File: src/rtl/sdspi_pkg.sv
package sdspi_pkg;

  localparam int FRAME_BYTES = 6;

  typedef enum logic [1:0] {
    RT_SHORT  = 2'd0,
    RT_STAT2  = 2'd1,
    RT_WORD   = 2'd2,
    RT_SHORT3 = 2'd3
  } rtype_t;

  typedef enum logic [2:0] {
    ST_IDLE,
    ST_SEND,
    ST_POLL,
    ST_EXTRA,
    ST_GAP
  } state_t;

  // Commands whose status is followed directly by a data phase.
  function automatic logic starts_data(input logic [5:0] idx);
    return (idx == 6'd9)  || (idx == 6'd10) || (idx == 6'd17) ||
           (idx == 6'd18) || (idx == 6'd24) || (idx == 6'd25);
  endfunction

endpackage

File: src/rtl/sdspi_crc7.sv
module sdspi_crc7 #(
  parameter int W = 8
) (
  input  logic [6:0]   crc_in,
  input  logic [W-1:0] data,
  output logic [6:0]   crc_out
);
  logic [6:0] chain [0:W];

  assign chain[0] = crc_in;

  for (genvar i = 0; i < W; i++) begin : g_bit
    logic fb;
    assign fb = data[W-1-i] ^ chain[i][6];
    assign chain[i+1] = {chain[i][5:0], 1'b0} ^ (fb ? 7'h09 : 7'h00);
  end

  assign crc_out = chain[W];
endmodule

File: src/rtl/sdspi_frame_mux.sv
module sdspi_frame_mux (
  input  logic [2:0]  sel,
  input  logic [5:0]  idx,
  input  logic [31:0] arg,
  input  logic [6:0]  crc,
  output logic [7:0]  frame_byte
);
  always_comb begin
    case (sel)
      3'd0:    frame_byte = {2'b01, idx};
      3'd1:    frame_byte = arg[31:24];
      3'd2:    frame_byte = arg[23:16];
      3'd3:    frame_byte = arg[15:8];
      3'd4:    frame_byte = arg[7:0];
      3'd5:    frame_byte = {crc, 1'b1};
      default: frame_byte = 8'hFF;
    endcase
  end
endmodule

File: src/rtl/sdspi_poll_ctr.sv
module sdspi_poll_ctr #(
  parameter int LIMIT = 8
) (
  input  logic clk,
  input  logic rst_n,
  input  logic clr,
  input  logic step,
  output logic last
);
  localparam int CW = $clog2(LIMIT + 1);
  logic [CW-1:0] cnt;

  always_ff @(posedge clk or negedge rst_n) begin
    if (!rst_n)     cnt <= '0;
    else if (clr)   cnt <= '0;
    else if (step)  cnt <= cnt + 1'b1;
  end

  assign last = (cnt == CW'(LIMIT - 1));
endmodule

File: src/rtl/sdspi_cmd_engine.sv
module sdspi_cmd_engine
  import sdspi_pkg::*;
#(
  parameter int POLL_LIMIT = 8
) (
  input  logic        clk,
  input  logic        rst_n,
  input  logic        cmd_valid,
  output logic        cmd_ready,
  input  logic [5:0]  cmd_index,
  input  logic [31:0] cmd_arg,
  input  logic [1:0]  cmd_rtype,
  output logic        xfer_req,
  output logic [7:0]  xfer_tx,
  input  logic        xfer_ack,
  input  logic [7:0]  xfer_rx,
  output logic        done,
  output logic [7:0]  rsp_status,
  output logic [31:0] rsp_payload,
  output logic        rsp_timeout
);
  localparam logic [2:0] LAST_BYTE = 3'(FRAME_BYTES - 1);

  state_t      state;
  rtype_t      rtype_q;
  logic [5:0]  idx_q;
  logic [31:0] arg_q;
  logic [6:0]  crc_q;
  logic [6:0]  crc_nxt;
  logic [2:0]  byte_sel;
  logic [2:0]  extra_left;
  logic [7:0]  frame_byte;
  logic        fire;
  logic        accept;
  logic        poll_last;
  logic        poll_step;
  logic        is_short;

  assign cmd_ready = (state == ST_IDLE);
  assign accept    = cmd_valid && cmd_ready;
  assign xfer_req  = (state != ST_IDLE);
  assign fire      = xfer_req && xfer_ack;
  assign xfer_tx   = (state == ST_SEND) ? frame_byte : 8'hFF;
  assign poll_step = fire && (state == ST_POLL) && xfer_rx[7];
  assign is_short  = (rtype_q == RT_SHORT) || (rtype_q == RT_SHORT3);

  sdspi_crc7 #(.W(8)) u_crc (
    .crc_in  (crc_q),
    .data    (frame_byte),
    .crc_out (crc_nxt)
  );

  sdspi_frame_mux u_mux (
    .sel        (byte_sel),
    .idx        (idx_q),
    .arg        (arg_q),
    .crc        (crc_q),
    .frame_byte (frame_byte)
  );

  sdspi_poll_ctr #(.LIMIT(POLL_LIMIT)) u_poll (
    .clk   (clk),
    .rst_n (rst_n),
    .clr   (accept),
    .step  (poll_step),
    .last  (poll_last)
  );

  always_ff @(posedge clk or negedge rst_n) begin
    if (!rst_n) begin
      state       <= ST_IDLE;
      rtype_q     <= RT_SHORT;
      idx_q       <= '0;
      arg_q       <= '0;
      crc_q       <= '0;
      byte_sel    <= '0;
      extra_left  <= '0;
      done        <= 1'b0;
      rsp_status  <= '0;
      rsp_payload <= '0;
      rsp_timeout <= 1'b0;
    end else begin
      done <= 1'b0;
      case (state)
        ST_IDLE: begin
          if (accept) begin
            idx_q       <= cmd_index;
            arg_q       <= cmd_arg;
            rtype_q     <= rtype_t'(cmd_rtype);
            crc_q       <= '0;
            byte_sel    <= '0;
            rsp_status  <= '0;
            rsp_payload <= '0;
            rsp_timeout <= 1'b0;
            state       <= ST_SEND;
          end
        end
        ST_SEND: begin
          if (fire) begin
            if (byte_sel == LAST_BYTE) begin
              state <= ST_POLL;
            end else begin
              crc_q    <= crc_nxt;
              byte_sel <= byte_sel + 3'd1;
            end
          end
        end
        ST_POLL: begin
          if (fire) begin
            if (!xfer_rx[7]) begin
              rsp_status <= xfer_rx;
              if (rtype_q == RT_STAT2) begin
                extra_left <= 3'd1;
                state      <= ST_EXTRA;
              end else if (rtype_q == RT_WORD) begin
                extra_left <= 3'd4;
                state      <= ST_EXTRA;
              end else if (is_short && starts_data(idx_q)) begin
                state <= ST_IDLE;
                done  <= 1'b1;
              end else begin
                state <= ST_GAP;
              end
            end else if (poll_last) begin
              rsp_status  <= xfer_rx;
              rsp_timeout <= 1'b1;
              state       <= ST_IDLE;
              done        <= 1'b1;
            end
          end
        end
        ST_EXTRA: begin
          if (fire) begin
            rsp_payload <= {rsp_payload[23:0], xfer_rx};
            extra_left  <= extra_left - 3'd1;
            if (extra_left == 3'd1) state <= ST_GAP;
          end
        end
        ST_GAP: begin
          if (fire) begin
            state <= ST_IDLE;
            done  <= 1'b1;
          end
        end
        default: state <= ST_IDLE;
      endcase
    end
  end
endmodule

File: config.mk
export PLATFORM = sky130hd
export DESIGN_NAME = sdspi_cmd_engine
export DESIGN_NICKNAME = d
export VERILOG_FILES = /design/src/rtl/sdspi_pkg.sv /design/src/rtl/sdspi_crc7.sv /design/src/rtl/sdspi_frame_mux.sv /design/src/rtl/sdspi_poll_ctr.sv /design/src/rtl/sdspi_cmd_engine.sv
export SDC_FILE = /design/constraint.sdc
export NUM_CORES = 1
export LEC_CHECK = 0
export BUFFER_PORTS_ARGS = -buffer_cell sky130_fd_sc_hd__buf_2
export CAP_MARGIN = 20
export CORE_ASPECT_RATIO = 2
export CORE_MARGIN = 1
export CORE_UTILIZATION = 35
export DETAILED_ROUTE_END_ITERATION = 10
export GPL_TIMING_DRIVEN = 1
export PLACE_DENSITY_LB_ADDON = 0.12
export RECOVER_POWER = 50
export SLEW_MARGIN = 0
export SYNTH_ARGS = -nofsm -noshare
export SYNTH_HDL_FRONTEND = slang
export SYNTH_SLANG_ARGS = --single-unit
File: constraint.sdc
create_clock -name clk -period 2.2 [get_ports clk]
set_clock_uncertainty 0.15 [all_clocks]
set_input_delay 0.44 -clock clk [delete_from_list [all_inputs] [get_ports clk]]
set_output_delay 0.44 -clock clk [all_outputs]
set_load 0.005 [all_outputs]
After elaboration in Yosys (flattened, before gate mapping):

Cells that the tools add are included.

* muxes and demuxes: 60
* divide/modulo/power cells: 0
* order comparisons: 0
* $mul: 0
* shifts and indexed selects: 0
* bitwise gates (word level): 16
* reductions and logical operators: 27
* $add $sub $neg: 3
* equality and inequality tests: 33

Operators with widths (count)
* $mux W32: 2
* $pmux W32 S2: 1
* $mux W3: 20
* $xor A7 B7 Y7: 8
* $pmux W8 S6: 1
* $mux W4: 10
* $mux W8: 5
* $eq A6 B5 Y1 const B: 4
* $mux W7: 3
* $ne A2 B2 Y1 const B: 9
* $pmux W8 S2: 1
* $pmux W3 S5: 1
* $pmux W7 S2: 1
* $eq A3 B2 Y1 const B: 4
* $eq A6 B4 Y1 const B: 2
* $pmux W3 S2: 2
* $mux W1: 11
* $reduce_and A5 Y1: 2
* $reduce_bool A2 Y1: 5
* $eq A3 B1 Y1 const B: 3
* $eq A3 B3 Y1 const B: 3
* $reduce_and A4 Y1: 2
* $reduce_and A8 Y1: 1
* $xor A1 B1 Y1: 8
* 17 further kinds: 30

* ROM bits: 0
* memories: 0
* latch bits: 0
* flip-flop bits (word level): 102
* RAM bits: 0
* input bits: 52
* output and inout port bits: 52
* logic and storage cells: 151

Logic depth before layout (Yosys ltp):

Gate-level depths: netlist (run 1).

* word-level depth: 29
* gate-level depth with buffers: 12
* gate-level depth less buffers: 9

Cells and area by module:

Synthesis (run 1) repeated with hierarchy kept, for this count alone.

* cell total of the unflattened synthesis: 469
* area, all modules: 5107.4 um2

Modules (own cells, without submodules)
* sdspi_cmd_engine: times used 1, cells an instance 382, area each 4241.6 um2, sequential area each 2452.4 um2
* sdspi_frame_mux: times used 1, cells an instance 51, area each 419.2 um2, sequential area each 0.0 um2
* sdspi_crc7: times used 1, cells an instance 18, area each 246.5 um2, sequential area each 0.0 um2
* sdspi_poll_ctr: times used 1, cells an instance 18, area each 200.2 um2, sequential area each 100.1 um2

Least setup slack after synthesis (run 1):

OpenSTA, ideal clock, no wires.

* path kind: flip-flop to flip-flop
* start point: register byte_sel[2]
* end point: register crc_q[3]
* arrival time: 2111 ps
* stages on the path, launching flop included: 13
* slack: -187 ps
* period minus slack after synthesis: 2387 ps
* required time: 1924 ps
* buffers on the path: 3
* library setup time: 126 ps
* path through: dfrtp_1 buf_6 buf_6 inv_1 ha_1 buf_2 a22o_1 a221oi_4 nand3_1 o211a_1 xor2_1 xor2_1 o21ai_1

* cells in the longest elaborated chain, start to end: 17
* elaborated cells on any way between the ends: 28
* classes of those cells: eq/ne: 6; mux: 8; bitwise: 12; reduce/logical: 2

Ends and longest elaborated chain
* start, declared: RTL line sdspi_cmd_engine.sv:30 `logic [2:0] byte_sel;`
* start signal, assigned: RTL line sdspi_cmd_engine.sv:104 `byte_sel <= byte_sel + 3'd1;`
* $eq A3 B3 Y1, or another cell as far along: RTL line sdspi_frame_mux.sv:9, sdspi_cmd_engine.sv:100
* $pmux W8 S6: RTL line sdspi_frame_mux.sv:9 `case (sel)`
* $xor A1 B1 Y1: RTL line sdspi_crc7.sv:14 `assign fb = data[W-1-i] ^ chain[i][6];`
* $mux W4: RTL line sdspi_crc7.sv:15 `assign chain[i+1] = {chain[i][5:0], 1'b0} ^ (fb ? 7'h09 : 7'h00);`
* $xor A7 B7 Y7 (4 in a row): RTL line sdspi_crc7.sv:15
* $xor A1 B1 Y1 or $xor A7 B7 Y7 (tied branches): RTL line sdspi_crc7.sv:14, sdspi_crc7.sv:15
* $mux W4 or $xor A7 B7 Y7 (tied branches): RTL line sdspi_crc7.sv:15
* $xor A7 B7 Y7: RTL line sdspi_crc7.sv:15
* $xor A7 B7 Y7 or $xor A1 B1 Y1 (tied branches): RTL line sdspi_crc7.sv:15, sdspi_crc7.sv:14
* $xor A7 B7 Y7 or $mux W4 (tied branches): RTL line sdspi_crc7.sv:15
* $xor A7 B7 Y7: RTL line sdspi_crc7.sv:15
* $mux W7: RTL line sdspi_cmd_engine.sv:100 `if (byte_sel == LAST_BYTE) begin`
* $mux W7: RTL line sdspi_cmd_engine.sv:99 `if (fire) begin`
* $pmux W7 S2: RTL line sdspi_cmd_engine.sv:84 `case (state)`
* end signal, assigned: RTL line sdspi_cmd_engine.sv:103 `crc_q <= crc_nxt;`
* end, declared: RTL line sdspi_cmd_engine.sv:28 `logic [6:0] crc_q;`

Parallel ways exist; a longest one is shown, timed or not. The select of a mux whose other input is x is not followed.
A chain may end at the register's enable or synchronous reset.

Final worst setup path (run 1):

* start point: register byte_sel[0]
* end point: output xfer_tx[2]

* cells in the longest elaborated chain, start to end: 3
* elaborated cells on any way between the ends: 8
* classes of those cells: eq/ne: 5; mux: 2; reduce/logical: 1

Ends and longest elaborated chain
* $eq A3 B3 Y1, or another cell as far along: RTL line sdspi_frame_mux.sv:9
* $pmux W8 S6 *: RTL line sdspi_frame_mux.sv:9
* $mux W8 *: RTL line sdspi_cmd_engine.sv:43 `assign xfer_tx = (state == ST_SEND) ? frame_byte : 8'hFF;`
* end, declared: RTL line sdspi_cmd_engine.sv:14 `output logic [7:0] xfer_tx,`

Every way passes the cells marked *; elsewhere a longest branch is shown, timed or not.

==> flow_summary_export.csv, run 1 <==
group,metric,value,unit
place,port_buffers,103,
worst_setup_path,arrival,1.96,ns
timing,finalSetupTns,-3.34,ns
worst_setup_path,ff2ff_setup_slack,-0.21,ns
timing,hold_viol,0,
place,gp_congestion,0.862,
routing,drc,0,
run,cap_violations,0,
outcome,run_status,"complete, but fails checks",
floorplan,fp.dieH,171,um
worst_setup_path,r2r_end,"crc_q[3]",
synth,syn_nets,554,
synth,syn_inst,492,
timing,grt_setup_unrepaired,"yes",
timing,layout_setup_ws,-0.346,ns
cells_and_area,layout-drive-gt1-share,39.2,%
floorplan,core-area,13900,um2
power,ir_drop,1.06,mV
worst_hold_path,hold_depth,3,
global_route,grt_pass1_wl,22100,um
routing,ant_nets,0,
timing,relSlewSlack,16.3,%
routing,vias,4050,
cts,tritoncts,"built",
cts,clock_path_buffers,2,
synth,yosysTopAreaCell,"dfrtp_1",
cells_and_area,area_growth_syn_to_layout,31.3,%
outcome,violations,"setup timing",
synth,synth_edf_count,0,
routing,routed_wl,14100,um
synth,syn_area,4990,um2
global_route,overflow,0,
floorplan,ioPinCount,104,
floorplan,die_w,86.4,um
cts,path_clk_slew,0.07,ns
timing,fin_crit,2.55,ns
worst_hold_path,hold_path_startpoint,"cmd_rtype[0]",
synth,synth_seq_area_share,51.2,%
floorplan,start_util,35.9,%
synth,dominantRegCellSynth,"dfrtp_1",
worst_hold_path,hold_end,"rtype_q[0]",
worst_setup_path,ff2ff_path_depth,10,
place,hpwl,10600,um
global_route,grtUsageTotal,20.2,%
worst_setup_path,crit_slowest_cell,"dfrtp_2",
synth,synth_cell_types,53,
timing,max_freq,393,MHz
timing,fin_crit_sh,116,%
cts,cts.sinks,102,
routing,first_pass_iters,4,
worst_setup_path,cp-start-kind,"flip-flop",
timing,setup_viol,15,
routing,routedWlPerCell,17.2,um
power,power_leakage,2.94,nW
floorplan,num_rows,61,
cts,cts_root_buf,"clkbuf_16",
worst_setup_path,critPathKind,"reg2out",
worst_setup_path,cp_slowest_stage_delay,0.45,ns
global_route,grt_pass1_vias,4097,
worst_setup_path,end_kind,"primary output",
cts,clock_latency,0.35,ns
worst_setup_path,crit_path_cell_trace,"inv_2, buf_6, ha_4, buf_8, nand2_2, a32oi_1, a21oi_2, buf_4, nand2_1, buf_2",
place,dpl-instance-area,6010,um2
routing,avgViaCountPerCell,4.92,
power,pwr_density_cell,1450,nW/um2
cells_and_area,fin_nets,690,
synth,yosysTopAreaCellShare,51.2,%
worst_setup_path,cp_max_fo,7,
cells_and_area,stdcell_area,6550,um2
floorplan,dieArea,14800,um2
place,numPlacedInstances,795,
synth,synthTopCellsByArea,"dfrtp_1, mux2_2, nand2_1, o21ai_0, ha_1",
synth,synth_area_per_cell,10.1,um2
global_route,grt_max_degree,65,
cts,htree_num_levels,3,
cells_and_area,fin_util,47.1,%
worst_setup_path,r2r_start,"byte_sel[1]",
synth,synthArstFlopShare,100,%
timing,tightestPinTransition,1.26,ns
timing,slew_violations,0,
synth,ys_warn_count,0,
worst_hold_path,hold_path_class,"in2reg",
place,pre_cts_ws,-0.223,ns
global_route,antenna_found_initial,1,
routing,drtIter0Drc,202,
worst_setup_path,worstPathRequired,1.61,ns
cells_and_area,final_cells,823,
cts,cts_inserted_buffers,9,
synth,ys_ff_latch,102,
synthesized netlist by cell type (2+ instances only):
cell type / n
a21o_1: 2
a21oi_1: 15
a221oi_1: 2
a221oi_2: 6
a221oi_4: 2
a22o_1: 4
a22oi_1: 3
a31oi_1: 3
a32o_1: 3
and2_1: 2
buf_2: 8
buf_6: 3
clkbuf_1: 17
dfrtp_1: 102
ha_1: 10
inv_1: 17
mux2_2: 39
mux2_4: 3
mux2i_1: 2
nand2_1: 113
nand2b_1: 2
nand3_1: 7
nand4_1: 3
nor2_1: 18
nor2b_1: 2
nor3_1: 3
o211ai_1: 3
o21ai_0: 52
o21ai_1: 5
o22a_1: 2
o22ai_1: 3
o41ai_1: 2
xnor2_1: 10
xor2_1: 5
worst max path at each step:
stage,slack (ns),to,start
after CTS,-0.35,xfer_tx[2],byte_sel[0]
after global routing,-0.42,xfer_tx[2],byte_sel[0]
after global placement,-0.16,crc_q[3],byte_sel[1]
final,-0.35,xfer_tx[2],byte_sel[0]
after floorplan,-0.03,crc_q[3],byte_sel[2]
after detailed placement,-0.22,crc_q[3],byte_sel[0]
metal layers:
| metal | GRT usage [%] | vias up | wire length, um |
|---|---|---|---|
| met5 | 0 | - | 0 |
| met4 | 9.49 | 0 | 486 |
| li1 | - | 1983 | - |
| met2 | 39.0 | 107 | 8150 |
| met3 | 3.38 | 27 | 466 |
| met1 | 20.3 | 1933 | 5010 |
kinds of logic (layout without fill, tap and decap cells):
family,after synthesis,in the layout,synth area share (%)
XOR/XNOR,15,15,2.63
AO/OA/AOI/OAI,115,115,15.8
other,0,1,0
adder cells (fa/ha/maj),10,10,2.51
buffers and inverters,47,188,4.29
AND/OR/NAND/NOR,159,159,13.4
multiplexers,44,44,10.1
flip-flops,102,102,51.2
where the power goes:
part           switching, mW  total [mW]  internal (mW)
clock                  0.785        1.62          0.834
combinational           2.34        4.79           2.45
sequential             0.624        3.09           2.47
total                   3.75        9.50           5.75
worst max-delay path, delay by kind of cell, from the launching register on:
kind / cells / cell delay (ns)
flops: 1 / 0.45
simple gates: 2 / 0.10
fa+ha+maj: 1 / 0.18
buf+inv: 5 / 0.59
compound gates: 2 / 0.29
flip-flops by register name, indices dropped and copies added, names as in the netlist:
name	count
crc_q	7
state	3
byte_sel	3
arg_q	32
u_poll.cnt	4
rsp_payload	32
extra_left	3
rtype_q	2
done	1
idx_q	6
rsp_status	8
rsp_timeout	1
cell type report:
class / count / area, um2
Multi-Input combinational cell: 343 / 2420
Clock inverter: 6 / 60.1
Sequential cell: 102 / 2560
Clock buffer: 10 / 239
Antenna cell: 1 / 2.50
Fill cell: 1407 / 7340
Inverter: 17 / 66.3
Timing Repair Buffer: 155 / 961
Tap cell: 189 / 236
repair_timing:
item,4_1_cts,5_1_grt
resized for setup,24,11
setup buffers,9,3
endpoints found under the hold margin,20,0
hold buffers,1,0
pin swaps,9,9
setup endpoints to repair,18,20
cell usage in the layout (no fill, tap or decap), drive strengths merged, types with 15 or more instances in the layout:
cell type,synthesis,final
a21oi,15,15
buf,12,145
clkbuf,18,19
dfrtp,102,102
inv,17,22
mux2,42,42
nand2,113,113
nor2,18,18
o21ai,57,57
per-stage QoR:
stage | hold slack, ns | power [mW]
after floorplan | -0.00559 | 5.67
after global placement | 0.203 | 7.29
after detailed placement | 0.208 | 7.39
after CTS | 0.142 | 9.48
after global routing | 0.160 | 10.1
final | 0.149 | 9.50
Note: power is estimated with default switching activity, not from simulation.
==> run 2: changes to the inputs <==
REMOVE_ABC_BUFFERS = 1   (was default)
==> flow_summary_export.csv, run 2 (same netlist as run 1, synthesis figures left out) <==
group,metric,value,unit
timing,grt_setup_unrepaired,"yes",
worst_hold_path,hold_path_class,"in2reg",
worst_setup_path,cp_slowest_stage_delay,0.43,ns
floorplan,dieArea,14800,um2
place,gp_congestion,0.851,
routing,wl_met3,452,um
place,dpl-instance-area,5960,um2
cells_and_area,top_regs,"arg_q x32, rsp_payload x32, rsp_status x8",
run,cap_violations,0,
timing,slew_violations,0,
routing,wl_met1,4840,um
timing,tightestPinTransition,0.928,ns
timing,fin_crit_sh,117,%
worst_setup_path,cp_max_fo,6,
routing,met2_length,7330,um
power,finalPower,9.65,mW
worst_setup_path,critPathKind,"reg2out",
worst_setup_path,cp-startpoint,"byte_sel[1]",
global_route,grt_max_degree,67,
worst_setup_path,r2r_start,"byte_sel[0]",
worst_setup_path,end_kind,"primary output",
outcome,violations,"setup timing",
routing,vias,4123,
cells_and_area,final_cells,833,
power,power_leakage,3.00,nW
global_route,grt_pass1_vias,4346,
timing,relSlewSlack,38.2,%
place,port_buffers,103,
routing,ant_nets,0,
floorplan,fp.dieH,171,um
global_route,grt_pass1_wl,21700,um
cts,cts.sinks,102,
cells_and_area,area_growth_syn_to_layout,33.1,%
timing,layout_setup_ws,-0.370,ns
floorplan,num_rows,61,
cells_and_area,final_cell_mix,"nand2_1, dfrtp_1, buf_2",
worst_setup_path,cp-start-kind,"flip-flop",
place,numPlacedInstances,795,
global_route,overflow,0,
cts,cts_root_buf,"clkbuf_16",
routing,drc,0,
routing,drtIter0Drc,122,
global_route,grtUsageTotal,19.3,%
cts,path_clk_slew,0.08,ns
timing,hold_viol,0,
routing,routedWlPerCell,15.9,um
cells_and_area,multi_input_area,2440,um2
floorplan,die_w,86.4,um
worst_setup_path,cp_num_buf_inv,3,
floorplan,start_util,35.9,%
worst_setup_path,worstPathRequired,1.61,ns
cts,clock_path_buffers,2,
worst_setup_path,crit_slowest_cell,"dfrtp_1",
cts,clock_latency,0.35,ns
cells_and_area,fin_util,47.8,%
place,pre_cts_ws,-0.272,ns
worst_hold_path,hold_path_startpoint,"cmd_arg[15]",
cells_and_area,layout-drive-gt1-share,39.8,%
cells_and_area,nFillCells,1373,
worst_setup_path,crit_path_cell_trace,"buf_6, ha_4, buf_6, a221oi_4, a21oi_2, a221oi_2, nand2_1, buf_2",
cts,tritoncts,"built",
power,ir_drop,0.709,mV
power,pwr_density_cell,1450,nW/um2
worst_setup_path,path_common_cell,"buf_6",
outcome,run_status,"complete, but fails checks",
floorplan,ioPinCount,104,
cells_and_area,stdcell_area,6640,um2
cells_and_area,seqCellArea,2550,um2
timing,max_freq,389,MHz
cells_and_area,mostFrequentLayoutCell,"nand2_1",
worst_setup_path,arrival,1.98,ns
timing,setup_viol,15,
cells_and_area,diodes,0,
floorplan,core-area,13900,um2
place,hpwl,9930,um
worst_setup_path,cp_top_family,"compound AO/OA/AOI/OAI gates",
cts,cts_inserted_buffers,9,
routing,avgViaCountPerCell,4.95,
global_route,antenna_found_initial,0,
routing,top_layer,"met4",
routing,first_pass_iters,4,
routing,routed_wl,13300,um
timing,fin_crit,2.57,ns
cells_and_area,fin_nets,701,
cts,htree_num_levels,3,
[run 2: layout make-up]
| class | count | area share, % |
|---|---|---|
| clock inverters | 6 | 1.15 |
| repair buffers | 166 | 15.5 |
| multi-input cells | 343 | 36.8 |
| clock buffers | 10 | 3.60 |
| flip-flops and latches | 102 | 38.5 |
| inverters | 17 | 0.999 |
| well taps | 189 | 3.56 |
[run 2: final timing paths]
kind | endpoint | slack [ns] | depth (start not counted)
worst max-delay path | xfer_tx[0] | -0.37 | 8
worst min-delay path | arg_q[15] | 0.17 | 2
worst max register to register | crc_q[5] | -0.26 | 11
worst min register to register | rsp_status[2] | 0.33 | 2
max in group asynchronous | arg_q[9] | 0.54 | 3
min in group asynchronous | rsp_payload[31] | 0.71 | 3
[run 2: timing repair]
| action | CTS | global route |
|---|---|---|
| endpoints found under the hold margin | 66 | 0 |
| resized for setup | 33 | 13 |
| pin swaps | 23 | 9 |
| hold buffers | 1 | 0 |
| setup endpoints to repair | 18 | 19 |
| setup buffers | 18 | 4 |
| gates cloned | 0 | 0 |
[run 2: layer usage]
layer | vias to the layer above | GRT usage [%]
met1 | 1977 | 19.5
met4 | 0 | 10.8
met5 | - | 0
met2 | 114 | 36.3
met3 | 37 | 3.42
li1 | 1995 | -
[run 2: stage by stage]
step / setup TNS [ns] / hold slack (ns)
6_report: -4.10 / 0.165
3_5_place_dp: -2.23 / 0.314
4_1_cts: -3.64 / 0.154
3_3_place_gp: -1.32 / 0.305
2_1_floorplan: -158.23 / -0.00559
5_1_grt: -5.41 / 0.152
[run 2: power breakdown]
group | internal, mW | total, mW | switching (mW) | leakage [nW]
clock network | 0.933 | 1.70 | 0.768 | 0.155
logic | 2.58 | 4.94 | 2.36 | 1.53
registers | 2.46 | 3.01 | 0.547 | 1.32
total | 5.98 | 9.65 | 3.67 | 3.00
